**src/rtl/oc_pkg.sv**
```systemverilog
// Shared types and helpers for the output-compare channel.
// Assumes 2-bit waveform-mode and action codes as listed in the brief.
package oc_pkg;

    typedef enum logic [1:0] {
        WM_FREE   = 2'd0,
        WM_CLRMAT = 2'd1,
        WM_PWM_A  = 2'd2,
        WM_PWM_B  = 2'd3
    } wave_mode_e;

    typedef enum logic [1:0] {
        OM_HOLD   = 2'd0,
        OM_INVERT = 2'd1,
        OM_LOW    = 2'd2,
        OM_HIGH   = 2'd3
    } out_mode_e;

    // PWM modes are the ones with the upper code bit set.
    function automatic logic is_pwm(input wave_mode_e m);
        return m[1];
    endfunction

    // Next pin level for a given action code and present level.
    function automatic logic pin_action(input out_mode_e om, input logic cur);
        case (om)
            OM_HOLD:   return cur;
            OM_INVERT: return ~cur;
            OM_LOW:    return 1'b0;
            default:   return 1'b1;
        endcase
    endfunction

endpackage

```
**src/rtl/oc_match_detect.sv**
```systemverilog
// Real compare-match detector.
// Assumes cnt_tick marks a cycle in which the counter holds a freshly
// reached value; equality without a tick is not a match.
module oc_match_detect #(
    parameter int CNT_W = 8
) (
    input  logic [CNT_W-1:0] cnt_val,
    input  logic [CNT_W-1:0] cmp_val,
    input  logic             cnt_tick,
    output logic             match_hit
);
    logic [CNT_W-1:0] bit_eq;

    // Per-bit equality, reduced below.
    for (genvar i = 0; i < CNT_W; i++) begin : g_eq
        assign bit_eq[i] = ~(cnt_val[i] ^ cmp_val[i]);
    end

    // Match only when counting and every bit agrees.
    always_comb begin
        match_hit = cnt_tick & (&bit_eq);
    end
endmodule

```
**src/rtl/oc_event_ctrl.sv**
```systemverilog
// Merges real and forced compares into one pin event and produces the
// interrupt and counter-clear pulses from real matches only.
// Assumes force_stb is a single-cycle strobe.
module oc_event_ctrl
    import oc_pkg::*;
(
    input  logic       clk,
    input  logic       rst_n,
    input  logic       match_hit,
    input  logic       force_stb,
    input  logic [1:0] wave_mode,
    output logic       pin_event,
    output logic       cmp_irq,
    output logic       clr_req
);
    wave_mode_e wm;

    // Decode mode and form the single merged pin event.
    always_comb begin
        wm        = wave_mode_e'(wave_mode);
        pin_event = ~is_pwm(wm) & (match_hit | force_stb);
    end

    // Registered pulses: interrupt on any real match, clear only in clear-on-match.
    always_ff @(posedge clk) begin
        if (!rst_n) begin
            cmp_irq <= 1'b0;
            clr_req <= 1'b0;
        end else begin
            cmp_irq <= match_hit;
            clr_req <= match_hit & (wm == WM_CLRMAT);
        end
    end
endmodule

```
**src/rtl/oc_wave_gen.sv**
```systemverilog
// Waveform pin register applying the compare action once per event.
// Assumes pin_event is already gated for PWM modes.
module oc_wave_gen
    import oc_pkg::*;
(
    input  logic       clk,
    input  logic       rst_n,
    input  logic       pin_event,
    input  logic [1:0] out_mode,
    output logic       wave_out
);
    logic pin_next;

    // Next pin level from the action code present in this cycle.
    always_comb begin
        pin_next = pin_event ? pin_action(out_mode_e'(out_mode), wave_out) : wave_out;
    end

    // Pin state register, low out of reset.
    always_ff @(posedge clk) begin
        if (!rst_n) wave_out <= 1'b0;
        else        wave_out <= pin_next;
    end
endmodule

```
**src/rtl/oc_channel.sv**
```systemverilog
// One output-compare channel: match detection, event merging and pin drive.
// Assumes the counter and prescaler are external and supply cnt_tick.
module oc_channel #(
    parameter int CNT_W = 8
) (
    input  logic             clk,
    input  logic             rst_n,
    input  logic [CNT_W-1:0] cnt_val,
    input  logic             cnt_tick,
    input  logic [CNT_W-1:0] cmp_val,
    input  logic [1:0]       wave_mode,
    input  logic [1:0]       out_mode,
    input  logic             force_stb,
    output logic             wave_out,
    output logic             cmp_irq,
    output logic             clr_req
);
    logic match_hit;
    logic pin_event;

    oc_match_detect #(.CNT_W(CNT_W)) u_match (
        .cnt_val   (cnt_val),
        .cmp_val   (cmp_val),
        .cnt_tick  (cnt_tick),
        .match_hit (match_hit)
    );

    oc_event_ctrl u_evt (
        .clk       (clk),
        .rst_n     (rst_n),
        .match_hit (match_hit),
        .force_stb (force_stb),
        .wave_mode (wave_mode),
        .pin_event (pin_event),
        .cmp_irq   (cmp_irq),
        .clr_req   (clr_req)
    );

    oc_wave_gen u_wave (
        .clk       (clk),
        .rst_n     (rst_n),
        .pin_event (pin_event),
        .out_mode  (out_mode),
        .wave_out  (wave_out)
    );
endmodule

```
**config.mk**
```make
export PLATFORM = sky130hd
export DESIGN_NAME = oc_channel
export DESIGN_NICKNAME = d
export VERILOG_FILES = /design/src/rtl/oc_pkg.sv /design/src/rtl/oc_match_detect.sv /design/src/rtl/oc_event_ctrl.sv /design/src/rtl/oc_wave_gen.sv /design/src/rtl/oc_channel.sv
export SDC_FILE = /design/constraint.sdc
export NUM_CORES = 1
export LEC_CHECK = 0
export BUFFER_PORTS_ARGS = -buffer_cell sky130_fd_sc_hd__buf_4
export CAP_MARGIN = 25
export CELL_PAD_IN_SITES_DETAIL_PLACEMENT = 0
export CELL_PAD_IN_SITES_GLOBAL_PLACEMENT = 1
export CORE_AREA = 5 5 42 44
export CTS_BUF_LIST = sky130_fd_sc_hd__clkbuf_4 sky130_fd_sc_hd__clkbuf_8
export CTS_CLUSTER_DIAMETER = 150
export DETAILED_ROUTE_END_ITERATION = 8
export DIE_AREA = 0 0 47 49
export MAX_ROUTING_LAYER = met4
export PLACE_DENSITY = 0.67
export REMOVE_ABC_BUFFERS = 1
export SLEW_MARGIN = 40
export SYNTH_ARGS = -nofsm -noshare
export SYNTH_HDL_FRONTEND = slang
export SYNTH_HIERARCHICAL = 1
export SYNTH_SLANG_ARGS = --single-unit
```
**constraint.sdc**
```tcl
create_clock -name clk -period 1.8 [get_ports clk]
set_input_delay 0.27 -clock clk [delete_from_list [all_inputs] [get_ports clk]]
set_output_delay 0.27 -clock clk [all_outputs]
set_load 0.03 [all_outputs]
```
Word-level counts from Yosys, hierarchy flattened
Cells that the tools add are included.
{ "word_totals": {"reg_bits": 3, "word_cells": 33, "out_inout_bits": 3, "inputBits": 24} }
{ "classes": {"n_reduce_logical": 3, "muxes": 1, "eq_ne": 3, "n_bitwise": 23} }
{ "ops": {"columns": ["op", "n"], "rows": [
  ["NOT 1 bit", 11],
  ["AND reduction 8 bit", 1],
  ["bitwise XOR 1 bit", 8],
  ["equality test 2 x 1 -> 1 bit, second input constant", 2],
  ["AND 1 bit", 3],
  ["case mux 1 bit (3 select lines)", 1],
  ["equality test 2 bit, second input constant", 1],
  ["logical NOT 2 bit", 1],
  ["AND reduction 2 bit", 1],
  ["OR 1 bit", 1]
]} }

Depth between registers and ports, before layout
{ "logic_depth": {"ltp_word": 7, "ltp_mapped": 6, "depth_no_buf": 6} }

Modules after synthesis
The synthesis kept the hierarchy.
{ "modules_own_cells": {"columns": ["module", "seq_area_each_um2", "cells_per_inst", "area_each_um2", "n_inst"], "rows": [
  ["oc_match_detect", 0.0, 12, 95.1, 1],
  ["oc_event_ctrl", 40.0, 5, 67.6, 1],
  ["oc_wave_gen", 20.0, 6, 51.3, 1]
]} }

Least setup slack after synthesis
OpenSTA, ideal clock, no wires.
{ "synth_path": {"path_type": "input to register", "start": "input cmp_val[7]", "end": "register u_wave.wave_out", "t_required_ns": 1.679, "n_path_buf": 0, "arrival_time_ns": 0.990, "path_slack_ns": 0.689, "stages": 6, "setup_time_ns": 0.121, "cell_sequence": "xnor2_1 -> nand3_1 -> nor3_2 -> o21ba_2 -> o21a_1 -> o22ai_1"} }
{ "synth_between": {"elab_chain_cells": 7} }
{ "synth_rtl": {"columns": ["item", "line", "source"], "rows": [
  ["from (decl)", "oc_channel.sv:10", "input logic [CNT_W-1:0] cmp_val,"],
  ["bitwise XOR 1 bit", "oc_match_detect.sv:16", "assign bit_eq[i] = ~(cnt_val[i] ^ cmp_val[i]);"],
  ["NOT 1 bit", "oc_match_detect.sv:16", null],
  ["AND reduction 8 bit", "oc_match_detect.sv:21", "match_hit = cnt_tick & (&bit_eq);"],
  ["AND 1 bit", "oc_match_detect.sv:21", null],
  ["net match_hit", "oc_channel.sv:18", "logic match_hit;"],
  ["OR 1 bit", "oc_event_ctrl.sv:21", "pin_event = ~is_pwm(wm) & (match_hit | force_stb);"],
  ["AND 1 bit", "oc_event_ctrl.sv:21", null],
  ["net pin_event", "oc_channel.sv:19", "logic pin_event;"],
  ["AND reduction 2 bit (no line)", null, null],
  ["to (signal assigned)", "oc_wave_gen.sv:22", "else wave_out <= pin_next;"],
  ["to (decl)", "oc_wave_gen.sv:10", "output logic wave_out"]
]} }
The timed path passes the listed nets, and every way through them passes these cells.
A chain may end at the register's enable or synchronous reset.

Worst setup path in the final report
{ "layout_path": {"start": "input cmp_val[1]", "end": "register u_wave.wave_out"} }
Same word-level chain as after synthesis.

==> reports/qor.yml <==
status: "finished, final reports clean"
drtPass1Iterations: 1
rsz0062_at_grt: "false"
cts_buffers: 3
area_delta_synth_final_pct: 114.6
synth-compound-area-share_pct: 11.11
synth_fa_ha_area_share_pct: 0
grt_antenna_before_repair: 0
hold-worst-slack_ns: 0.2855
drive_gt1_share_pct: 62.26
ys_ff_latch: 3
hold_path.class: "input port to flop"
via_count: 266
worst_slack_ns: 0.7310
die_y_um: 49
clk_latency_ns: 0.23
arrival_ns: 1.19
criticalPathCategory: "input port to flop"
powerDensity_mw_per_mm2: 606.4
dp_slack_ns: 0.4526
antenna_left: 0
peakVddDrop_mv: 0.1250
drv_cap: 0
clockRootBuffer: "clkbuf_4"
fin_crit_sh_pct: 59.39
synth_top_family_by_area: "XOR/XNOR gates"
worst_slew_pin_slew_ns: 0.1870
post-cts-setup-buffers: 0
seq_area_frac_synth_pct: 28.07
slew-limit-headroom_pct: 87.46
dp_cells: 65
drcViolationCount: 0
route.met2.wl_um: 344
netlist_area_um2: 214.0
core_mm2: 0.001401
fin_skew_ns: 0
io-pin-count: 27
worstSetupStartpointType: "input port"
stdcell_count: 69
n_fill_cell: 162
clockBufferDepth: 2
clkTransAtPathRegs_ns: 0.04
overflow: 0
gp_congestion: 0.6210
die-area_mm2: 0.002303
die_w_um: 47
route.met3.wl_um: 68
synth_xor_xnor_area_share_pct: 32.75
rows: 14
final-setup-viol-count: 0
multiInputGateArea_um2: 153.9
track_usage_pct: 6.835
yosys.area_share.simple_pct: 23.39
cts.sinks: 3
fin_nets: 78
yosysUniqueCellTypes: 12
cts_tree: "done"
holdBufCountCts: 0
hold_violations: 0
top_layer_used: "met4"
drt_iter0_drc: 0
p_leak_nw: 0.2118
diodes: 0
finalWirelength_um: 633
synth_cells: 23
fin_tns_setup_ns: 0
grt_max_degree: 5
wl_met1_um: 190
seq_area_um2: 60.06
finalCriticalPeriod_ns: 1.069
grt_pass1_vias: 295
synthMuxAreaShare_pct: 4.678
syn_area_per_cell_um2: 9.302
finalMaxSlewViolations: 0
yosys_warnings: 6
start_util_pct: 15.27
grt_pass1_wl_um: 1062
critical_path_required_ns: 1.92
end_kind: "flop"
htreeDepth: 1
portBuffers: 26
routedWlPerCell_um: 9.174
via_per_inst: 3.855
fmax_mhz: 935.4
critPathMaxFanout: 3
cts_resized: 0
[registers in the layout, summed over array words and instances (netlist names)]
name             count
u_evt/cmp_irq        1
u_wave/wave_out      1
u_evt/clr_req        1
[final timing paths]
| check | from | end | slack (ns) | cells past startpoint |
|---|---|---|---|---|
| max | cmp_val[1] | u_wave/wave_out | 0.73 | 7 |
| min | rst_n | u_evt/cmp_irq | 0.29 | 2 |
| max reg2reg | u_wave/wave_out | u_wave/wave_out | 1.04 | 2 |
| min reg2reg | u_wave/wave_out | u_wave/wave_out | 0.51 | 2 |
[through the flow]
step	utilization (%)	cell area, um^2	power (mW)
global route	32.77	459.2	0.3000
global placement	30.63	429.2	0.1449
detailed placement	30.63	429.2	0.1460
finish	32.77	459.2	0.2785
floorplan	-	214.0	0.09898
CTS	32.77	459.2	0.2868
[critical path: stages]
cell and delay [ns]:
buf_4 0.11, xnor2_1 0.14, nand3_1 0.11, nor3_2 0.21
o21ba_2 0.16, o21a_1 0.11, o22ai_1 0.08
[cell families (layout without fill, tap and decap cells)]
family | after synthesis | count (layout)
compound gates | 3 | 3
xor+xnor | 8 | 8
buf+inv | 0 | 30
flops | 3 | 3
mux | 1 | 1
simple gates | 8 | 8
[power breakdown]
| part | internal [mW] | total (mW) | switching, mW | leakage (nW) |
|---|---|---|---|---|
| Clock | 0.0982 | 0.135 | 0.0364 | 0.0184 |
| Combinational | 0.0508 | 0.0740 | 0.0232 | 0.169 |
| Sequential | 0.0685 | 0.0699 | 0.00141 | 0.0243 |
| Total | 0.217 | 0.278 | 0.0610 | 0.212 |
[layer usage]
layer,vias to the layer above,GRT usage [%]
li1,139,-
met1,107,7.391
met4,0,8.295
met2,17,9.729
met5,-,-
met3,3,0
[synth_stat cells]
cell type	instances	area share [%]
o21a_1	1	3.5
xnor2_1	8	33
o22ai_1	1	2.9
dfxtp_1	3	28
and2_2	1	3.5
and4b_1	1	4.7
mux2i_1	1	4.7
nand3_1	1	2.3
nand4_1	1	2.9
nand2_1	3	5.3
nor3_2	1	4.7
o21ba_2	1	4.7
[placed cells by master (no fill, tap or decap)]
master    netlist  final
o22ai_1         1      1
mux2i_1         1      1
and4b_1         1      1
nand3_1         1      1
o21a_1          1      1
dfxtp_1         3      3
nand4_1         1      1
and2_2          1      1
clkbuf_4        0      4
o21ba_2         1      1
xnor2_1         8      8
nor3_2          1      1
nand2_1         3      3
buf_4           0     26
[cell type report]
type | instances | area share, %
tap | 16 | 4.360
multi-input combinational | 20 | 33.52
sequential | 3 | 13.08
clock buffer | 4 | 6.540
timing repair buffer | 26 | 42.51
Note: power is estimated with default switching activity, not from simulation.
